`config.mk`:
```
export PLATFORM = sky130hd
export DESIGN_NAME = pin_irq_filter
export DESIGN_NICKNAME = d
export VERILOG_FILES = /design/src/rtl/pif_pkg.sv /design/src/rtl/pif_sync.sv /design/src/rtl/pif_prescaler.sv /design/src/rtl/pif_filter.sv /design/src/rtl/pif_edge.sv /design/src/rtl/pin_irq_filter.sv
export SDC_FILE = /design/constraint.sdc
export NUM_CORES = 1
export LEC_CHECK = 0
export ABC_AREA = 1
export BUFFER_PORTS_ARGS = -buffer_cell sky130_fd_sc_hd__buf_2
export CAP_MARGIN = 20
export CORE_ASPECT_RATIO = 1.5
export CORE_UTILIZATION = 45
export DETAILED_ROUTE_END_ITERATION = 16
export PLACE_DENSITY = 0.75
export SYNTH_ARGS = -nofsm -noshare
export SYNTH_HDL_FRONTEND = slang
export SYNTH_SLANG_ARGS = --single-unit
```
`constraint.sdc`:
```
create_clock -name clk_i -period 1.9 [get_ports clk_i]
set_clock_uncertainty 0.2 [all_clocks]
set_input_delay 0.57 -clock clk_i [delete_from_list [all_inputs] [get_ports clk_i]]
set_output_delay 0.57 -clock clk_i [all_outputs]
set_load 0.01 [all_outputs]
```
`src/rtl/pif_pkg.sv`:
```
package pif_pkg;

  // Default geometry of the block.
  parameter int unsigned SEL_W_DEF    = 3;
  parameter int unsigned EXP_BASE_DEF = 5;
  parameter int unsigned CONFIRM_DEF  = 8;
  parameter int unsigned SYNC_DEF     = 2;

  // Log2 of the sampling period for a select code.
  function automatic int unsigned sample_exp(input int unsigned code,
                                             input int unsigned base);
    return code + base;
  endfunction

  // True when the given edge is not the one named by edge select.
  function automatic logic is_opposite(input logic rising, input logic sel_fall);
    return rising ? sel_fall : !sel_fall;
  endfunction

endpackage

```
`src/rtl/pif_sync.sv`:
```
module pif_sync #(
  parameter int unsigned STAGES = pif_pkg::SYNC_DEF
) (
  input  logic clk_i,
  input  logic rst_ni,
  input  logic d_i,
  output logic q_o
);

  logic [STAGES-1:0] chain_q;

  always_ff @(posedge clk_i or negedge rst_ni) begin
    if (!rst_ni) chain_q <= '0;
    else         chain_q <= {chain_q[STAGES-2:0], d_i};
  end

  assign q_o = chain_q[STAGES-1];

endmodule

```
`src/rtl/pif_prescaler.sv`:
```
module pif_prescaler #(
  parameter int unsigned SEL_W    = pif_pkg::SEL_W_DEF,
  parameter int unsigned EXP_BASE = pif_pkg::EXP_BASE_DEF,
  localparam int unsigned CW      = (1 << SEL_W) - 1 + EXP_BASE
) (
  input  logic             clk_i,
  input  logic             rst_ni,
  input  logic [SEL_W-1:0] code_i,
  input  logic             restart_i,
  output logic             tick_o
);

  logic [CW-1:0] cnt_q;
  logic [CW-1:0] limit;

  // A full-width shift wraps to zero, and subtracting one then gives all ones.
  always_comb
    limit = (CW'(1) << pif_pkg::sample_exp(int'(code_i), EXP_BASE)) - CW'(1);

  assign tick_o = (cnt_q == limit);

  always_ff @(posedge clk_i or negedge rst_ni) begin
    if (!rst_ni)        cnt_q <= '0;
    else if (restart_i) cnt_q <= '0;
    else if (tick_o)    cnt_q <= '0;
    else                cnt_q <= cnt_q + CW'(1);
  end

endmodule

```
`src/rtl/pif_filter.sv`:
```
module pif_filter #(
  parameter int unsigned CONFIRM = pif_pkg::CONFIRM_DEF,
  localparam int unsigned RW     = $clog2(CONFIRM)
) (
  input  logic clk_i,
  input  logic rst_ni,
  input  logic sample_i,
  input  logic tick_i,
  input  logic restart_i,
  input  logic bypass_i,
  output logic level_o
);

  logic [RW-1:0] run_q;
  logic          level_q;

  always_ff @(posedge clk_i or negedge rst_ni) begin
    if (!rst_ni) begin
      level_q <= 1'b0;
      run_q   <= '0;
    end else if (bypass_i) begin
      level_q <= sample_i;
      run_q   <= '0;
    end else if (restart_i) begin
      run_q   <= '0;
    end else if (tick_i) begin
      if (sample_i == level_q) begin
        run_q <= '0;
      end else if (run_q == RW'(CONFIRM - 1)) begin
        level_q <= sample_i;
        run_q   <= '0;
      end else begin
        run_q <= run_q + RW'(1);
      end
    end
  end

  assign level_o = level_q;

endmodule

```
`src/rtl/pif_edge.sv`:
```
module pif_edge (
  input  logic clk_i,
  input  logic rst_ni,
  input  logic level_i,
  input  logic en_i,
  input  logic sel_fall_i,
  input  logic both_i,
  input  logic rd_i,
  output logic rise_ev_o,
  output logic fall_ev_o,
  output logic flag_set_o,
  output logic irq_o,
  output logic flag_o
);

  logic level_d_q;
  logic flag_q;
  logic hit;

  always_ff @(posedge clk_i or negedge rst_ni) begin
    if (!rst_ni) level_d_q <= 1'b0;
    else         level_d_q <= level_i;
  end

  assign rise_ev_o = level_i & ~level_d_q;
  assign fall_ev_o = ~level_i & level_d_q;

  always_comb begin
    if (both_i)          hit = rise_ev_o | fall_ev_o;
    else if (sel_fall_i) hit = fall_ev_o;
    else                 hit = rise_ev_o;
  end

  assign irq_o      = en_i & hit;
  assign flag_set_o = irq_o & both_i & pif_pkg::is_opposite(rise_ev_o, sel_fall_i);

  // A new flag-setting event takes priority over a read in the same cycle.
  always_ff @(posedge clk_i or negedge rst_ni) begin
    if (!rst_ni)         flag_q <= 1'b0;
    else if (flag_set_o) flag_q <= 1'b1;
    else if (rd_i)       flag_q <= 1'b0;
  end

  assign flag_o = flag_q;

endmodule

```
`src/rtl/pin_irq_filter.sv`:
```
module pin_irq_filter #(
  parameter int unsigned SEL_W    = pif_pkg::SEL_W_DEF,
  parameter int unsigned EXP_BASE = pif_pkg::EXP_BASE_DEF,
  parameter int unsigned CONFIRM  = pif_pkg::CONFIRM_DEF,
  parameter int unsigned SYNC     = pif_pkg::SYNC_DEF
) (
  input  logic             clk_i,
  input  logic             rst_ni,
  input  logic             pin_i,
  input  logic [SEL_W-1:0] nsel_i,
  input  logic             edge_fall_i,
  input  logic             both_edges_i,
  input  logic             irq_en_i,
  input  logic             slow_mode_i,
  input  logic             flag_rd_i,
  output logic             level_o,
  output logic             irq_o,
  output logic             edge_flag_o
);

  logic             pin_sync;
  logic             tick;
  logic             restart;
  logic             bypass;
  logic             rise_ev;
  logic             fall_ev;
  logic             flag_set;
  logic [SEL_W-1:0] nsel_q;

  always_ff @(posedge clk_i or negedge rst_ni) begin
    if (!rst_ni) nsel_q <= '0;
    else         nsel_q <= nsel_i;
  end

  assign restart = (nsel_i != nsel_q);
  assign bypass  = (nsel_i == '0) | slow_mode_i;

  pif_sync #(.STAGES(SYNC)) u_sync (
    .clk_i  (clk_i),
    .rst_ni (rst_ni),
    .d_i    (pin_i),
    .q_o    (pin_sync)
  );

  pif_prescaler #(.SEL_W(SEL_W), .EXP_BASE(EXP_BASE)) u_presc (
    .clk_i     (clk_i),
    .rst_ni    (rst_ni),
    .code_i    (nsel_i),
    .restart_i (restart | bypass),
    .tick_o    (tick)
  );

  pif_filter #(.CONFIRM(CONFIRM)) u_filt (
    .clk_i     (clk_i),
    .rst_ni    (rst_ni),
    .sample_i  (pin_sync),
    .tick_i    (tick),
    .restart_i (restart),
    .bypass_i  (bypass),
    .level_o   (level_o)
  );

  pif_edge u_edge (
    .clk_i      (clk_i),
    .rst_ni     (rst_ni),
    .level_i    (level_o),
    .en_i       (irq_en_i),
    .sel_fall_i (edge_fall_i),
    .both_i     (both_edges_i),
    .rd_i       (flag_rd_i),
    .rise_ev_o  (rise_ev),
    .fall_ev_o  (fall_ev),
    .flag_set_o (flag_set),
    .irq_o      (irq_o),
    .flag_o     (edge_flag_o)
  );

endmodule

```
## Word-level counts from Yosys, hierarchy flattened

Index checks and enable logic that the tools add are counted.

- Register bits after elaboration: 23
- Memories: 0
- Bits of input ports: 11
- Bits in latches: 0
- RAM bits: 0
- Output and inout bits: 3
- ROM bits: 0
- Logic and storage cells: 52

- Multiply operators: 0
- Shift operators: 1
- Bitwise logic cells: 10
- Add/sub/neg operators: 4
- Equality and inequality tests: 6
- Div/mod/pow operators: 0
- $lt $le $gt $ge: 0
- Multiplexer cells: 17
- Reductions and logical operators: 7

Operator list:

| operator | number |
|---|---|
| 1-bit by 32-bit << shifter with 12-bit output, first input constant | 1 |
| 12-bit 2-to-1 mux | 2 |
| 3-bit 2-to-1 mux | 5 |
| 12-bit by 1-bit adder with 12-bit output, second input constant | 1 |
| 12-bit equality test | 1 |
| 12-bit by 2-bit subtractor with 12-bit output, second input constant | 1 |
| 1-bit 2-to-1 mux | 10 |
| 2-bit nonzero test | 3 |
| 1-bit bitwise AND | 5 |
| 3-bit by 3-bit adder with 4-bit output, second input constant | 1 |
| 4-bit AND reduction | 1 |
| 3-bit by 1-bit adder with 3-bit output, second input constant | 1 |
| 3-bit equality test, second input constant | 1 |
| 3-bit zero test | 1 |
| 3-bit inequality test | 1 |
| 1-bit OR | 3 |
| 3-bit nonzero test | 1 |
| 2-bit by 1-bit inequality test with 1-bit output, second input constant | 1 |
| 2-bit inequality test, second input constant | 1 |
| 1-bit inverter | 2 |
| 1-bit equality test | 1 |
| 1-bit zero test | 1 |

## Longest topological paths before layout

- Word-level depth: 8
- Depth in mapped cells: 11
- Gate-level depth less buffers: 10

## By module

A second synthesis with hierarchy kept.

- Cell total of the unflattened synthesis: 215
- Area, all modules: 1,495.2 um^2

Modules (own cells, without submodules):

| module | area an instance (um^2) | times used | sequential area each (um^2) | cells each |
|---|---|---|---|---|
| pif_prescaler | 847.1 | 1 | 300.3 | 129 |
| pif_filter | 264.0 | 1 | 100.1 | 37 |
| pif_edge | 181.4 | 1 | 50.0 | 26 |
| pin_irq_filter | 152.6 | 1 | 75.1 | 21 |
| pif_sync | 50.0 | 1 | 50.0 | 2 |

## Worst setup path before layout

Ideal clock, no wire load.

- Kind: reg2out
- From: register u_filt.level_q (netlist: u_filt.level_o)
- To: output irq_o
- Data required time: 1.130 ns
- Buffers on the path: 0
- Cell stages (with the launch flop): 6
- Arrival time: 1.024 ns
- Slack: 0.106 ns
- Path through: dfrtp_1 -> ha_1 -> nand2_1 -> nand2_1 -> o211ai_1 -> inv_1

- Longest elaborated chain between the ends: 5
- Elaborated cells on any way between the ends: 7
- Those cells by class: mux: 2; bitwise: 5

RTL lines:

| item | line | RTL |
|---|---|---|
| from (decl) | pif_filter.sv:15 | `logic level_q;` |
| from (signal assigned) | pif_filter.sv:22 | `level_q <= sample_i;` |
| from (signal assigned) | pif_filter.sv:30 | `level_q <= sample_i;` |
| 1-bit inverter | pif_edge.sv:26 | `assign fall_ev_o = ~level_i & level_d_q;` |
| 1-bit bitwise AND | pif_edge.sv:26 |  |
| 1-bit 2-to-1 mux / 1-bit OR (equally long branches) | pif_edge.sv:30, pif_edge.sv:29 |  |
| 1-bit 2-to-1 mux (*) | pif_edge.sv:29 | `if (both_i) hit = rise_ev_o \| fall_ev_o;` |
| 1-bit bitwise AND (*) | pif_edge.sv:34 | `assign irq_o = en_i & hit;` |
| to (decl) | pin_irq_filter.sv:17 | `output logic irq_o,` |

Mark *: on every way between the ends. The rest lies on a longest branch, timed or not.

## Worst setup path in the final report

Same ends and word-level chain as after synthesis.

==> results.md <==
Synth:
- The count of flip-flops with a built-in enable after synthesis is 0.
- Counting flops and latches in the post-synthesis netlist gives 23.
- After synthesis, the cell types taking the most area are sky130_fd_sc_hd__dfrtp_1, sky130_fd_sc_hd__nand2_1, sky130_fd_sc_hd__nor2_1.
- Ranked by instance count, the synthesized netlist is headed by sky130_fd_sc_hd__nand2_1, sky130_fd_sc_hd__nor2_1, sky130_fd_sc_hd__dfrtp_1, sky130_fd_sc_hd__inv_1, sky130_fd_sc_hd__nand3_1.
- In the synthesized netlist, the number of instances is 173.
- The cell type with the highest aggregate area in the netlist is sky130_fd_sc_hd__dfrtp_1.
- The synthesis warning total is 0.
- The synthesized area per cell is 7.83 sq um.
- Of the synthesized area, sequential elements account for 42.5%.
- The proportion of synthesized flip-flops having asynchronous set or reset is 100%.
- The number of nets in the synthesized netlist is 189.
- The most frequently used cell type in the post-synthesis netlist is sky130_fd_sc_hd__nand2_1.
- The total standard cell area after synthesis is 1360 sq um.
- The top-area cell type share of the netlist area is 42.5%.
- The prevailing post-synth register cell is sky130_fd_sc_hd__dfrtp_1.
- The number of library cell types mapped by synthesis is 26.

Critical path:
- The required time at the endpoint of the critical path is 1.13 ns.
- Tracing the worst setup path back leads to its startpoint at u_filt.level_o.
- The critical path capture point type is a primary output.
- The critical path start-end classification is reg2out.
- The cell type with the highest occurrence count on the critical path is sky130_fd_sc_hd__inv_1.
- On the worst path, the slowest cell contributes a delay of 0.39 ns.
- The launching element type of the critical path is a register.
- The setup check on the worst reg-to-reg path leaves a slack of 0.15 ns.
- Along the worst path, the maximum fanout reaches 4.
- The capturing instance or port of the critical path is irq_o.
- The slowest library cell on the worst path is sky130_fd_sc_hd__dfrtp_1.
- The arrival time reported for the critical path endpoint is 1.35 ns.
- The worst register-to-register path ends at u_filt.run_q[0].
- Measured in cells, the most critical reg-to-reg path has a length of 9.
- The critical register-to-register path startpoint is u_presc.cnt_q[0].
- The signal on the critical path passes through inv_1, ha_2, nand2_1, o211ai_1, inv_1, buf_2.

Outcome:
- The run finished, with violations left.
- The final reports fail on setup timing.

Timing:
- In the finished design, the share of the clock period the worst path needs comes to 112%.
- The total setup violations reported at the end of the flow is 1.
- The post-route minimum period is 2.12 ns.
- The transition time at the pin with the least slew margin is 0.503 ns.
- The worst slew margin relative to its limit is 66.5%.
- The number of endpoints with negative hold slack in the final report was 0.
- After layout, the worst setup slack is -0.223 ns.
- The number of slew-limit violations in the final report is 0.
- The setup TNS is -0.223 ns.
- Setup repair after global routing could not meet its margin everywhere.
- The peak clock frequency supported by timing is 471 MHz.

Clock network:
- The root buffer cell chosen for the clock tree is sky130_fd_sc_hd__clkbuf_8.
- The total of hold buffers inserted after clock tree synthesis is 0.
- The clock slew at the register clock pins of the worst setup and hold paths is 0.08 ns.
- The H-tree level count is 1.
- The clock passes through at most 2 buffers.
- The clock net sink count is 23.
- The TritonCTS clock tree is yes.
- The number of clock buffers added by TritonCTS is 3.
- For the worst-skew pair, the clock arrives at the later sink with an insertion delay of 0.26 ns.
- After clock tree synthesis, the setup repair step added 0 buffers.

GRT:
- After global routing the overflow that remains totals 0.
- The first-pass GRT wire length is 4170 um.
- The maximum number of pins on one net before global-route repair is 24.
- The via count of the first global-routing pass came to 1074.
- The initial antenna violation count came to 0.
- Across every metal layer, demand over resource in global routing totals 17.3%.

Routing:
- After detailed routing, the average wire length per cell comes to 10.2 um.
- After the first detailed-routing iteration, the DRC count stood at 32.
- Dividing the detail-routed via count by the number of cells gives 4.85.
- The total vias in the final route is 1145.
- The count of nets left with antenna violations once routing finished came out at 0.
- The first detailed-routing pass took 4 iterations.
- The DRC violations left is 0.
- Wires add up to 2420 um.

Power and ir drop:
- Dividing total power by cell area gives a power density of 593 nW/um^2.
- IR analysis of the VDD net gives a maximum drop of 0.314 mV.
- For this design the static power due to leakage is 0.788 nW.
- Total power for the finished layout comes to 941 uW.

Floorplanning:
- For this configuration, the core starts out at a cell density of 47.0%.
- During I/O placement, the number of pins put on the boundary was 14.
- The floorplan step defined a core boundary enclosing 2880 sq um.
- The floorplan has 24 rows.
- The floorplan step set the die height to 69.2 um.
- Measured along the x axis, the die boundary spans 46.8 um.
- The die covers 3240 sq um.

Placement:
- The count of input and output buffers is 13.
- The detailed-placement wirelength estimate is 1940 um.
- The cell count after placement is 232.
- The congestion estimate from routability-driven global placement came to 0.807.
- In this run the cell area measured after placement is 1530 sq um.

Run:
- The tool flagged a number of max-cap violations equal to 0.

Final layout:
- After routing the design area is 1590 sq um.
- The non-filler instance count after layout is 236.
- The post-route netlist has 21.8% of its cells at a drive strength greater than 1.
- The number of inserted diodes is 0.
- The area growth from synthesis to layout is 17.2%.
- For this run, the post-layout net count is 214.

Hold path:
- The worst hold path belongs to the class in2async.
==> cells in the final DEF (no fill, tap or decap) <==
cell type                  instances
sky130_fd_sc_hd__buf_2            13
sky130_fd_sc_hd__nand2_4           1
sky130_fd_sc_hd__buf_12            1
sky130_fd_sc_hd__nand2_2           2
sky130_fd_sc_hd__o21bai_1          1
sky130_fd_sc_hd__nor2_1           26
sky130_fd_sc_hd__nor3b_1           1
sky130_fd_sc_hd__buf_4             7
sky130_fd_sc_hd__nor3_2            3
sky130_fd_sc_hd__inv_1            21
sky130_fd_sc_hd__o211ai_1          1
sky130_fd_sc_hd__nand2b_1          1
sky130_fd_sc_hd__nand3_1          18
sky130_fd_sc_hd__dfrtp_1          23
sky130_fd_sc_hd__nand2_8           1
sky130_fd_sc_hd__inv_2             2
sky130_fd_sc_hd__or2_2             2
sky130_fd_sc_hd__nor2_4            2
sky130_fd_sc_hd__xor2_1            4
sky130_fd_sc_hd__clkinv_2          1
sky130_fd_sc_hd__nand4_1           4
sky130_fd_sc_hd__ha_2              2
sky130_fd_sc_hd__nor2_2            2
sky130_fd_sc_hd__nand3_2           1
sky130_fd_sc_hd__nand2_1          42
sky130_fd_sc_hd__o21ai_1           1
sky130_fd_sc_hd__nor3_1            2
sky130_fd_sc_hd__ha_1              3
sky130_fd_sc_hd__clkbuf_8          3
sky130_fd_sc_hd__o21ai_0           2
sky130_fd_sc_hd__xnor2_1           4
==> power by group <==
part           total (mW)  switching (mW)  internal, mW  leakage, nW
Sequential          0.510         0.00818         0.502        0.305
Combinational       0.131          0.0758        0.0553        0.457
Clock               0.300           0.153         0.146       0.0255
==> state kept, by name, summed over array words and instances, names as in the netlist <==
register          cells
u_presc.cnt_q        12
nsel_q                3
u_filt.run_q          3
u_sync.chain_q        2
u_edge.flag_o         1
u_edge.level_d_q      1
u_filt.level_o        1
==> cell families (layout without fill, tap and decap cells) <==
family | Yosys count | after routing | synth area share (%)
DFF | 23 | 23 | 42.5
AOI/OAI and AO/OA | 5 | 5 | 2.22
buffers and inverters | 24 | 48 | 6.93
adders and majority gates | 5 | 5 | 4.62
and+or+nand+nor | 108 | 108 | 38.6
xor gates and xnor gates | 8 | 8 | 5.17
==> layout make-up <==
cell class / instances / area, sq um
multi-input cells: 126 / 693
flip-flops and latches: 23 / 576
inverters: 23 / 86.3
repair buffers: 21 / 138
clock buffers: 3 / 41.3
well taps: 39 / 48.8
clock inverters: 1 / 5.00
fillers: 270 / 1290
==> layer usage <==
metal | GRT usage, % | wire, um | up-vias
li1 | - | - | 589
met1 | 20.5 | 991 | 528
met2 | 28.2 | 1270 | 19
met3 | 2.60 | 52 | 9
met4 | 9.84 | 99 | 0
met5 | 0 | 0 | -
==> worst max-delay path: cells and delay by family, from the launching register on <==
family	cells	cell delay (ns)
AOI/OAI and AO/OA	1	0.08
adders and majority gates	1	0.31
buffers and inverters	3	0.27
DFF	1	0.39
and+or+nand+nor	1	0.05
==> worst min-delay path by stage <==
| stage | from | slack, ns | endpoint | depth (start not counted) |
|---|---|---|---|---|
| floorplan | rst_ni | 0.07 | nsel_q[0] | 0 |
| global placement | u_sync.chain_q[0] | 0.13 | u_sync.chain_q[1] | 0 |
| detailed placement | u_sync.chain_q[0] | 0.14 | u_sync.chain_q[1] | 0 |
| CTS | rst_ni | 0.09 | u_edge.level_d_q | 1 |
| global route | rst_ni | 0.09 | u_filt.level_o | 1 |
| finish | rst_ni | 0.06 | u_filt.level_o | 1 |
==> stage by stage <==
step                utilization (%)  setup slack, ns  hold WS (ns)
detailed placement             53.2          -0.0345         0.140
finish                         55.1           -0.223        0.0619
CTS                            55.1           -0.233        0.0879
global placement               53.2          -0.0192         0.135
global route                   55.1           -0.334        0.0899
floorplan                         -            0.106        0.0744
==> repair_timing <==
item                                    4_1_cts  5_1_grt
endpoints found under the setup margin        1        1
resized for setup                             3        0
pin swaps                                     4        1
Power figures use the tool's default switching activity.
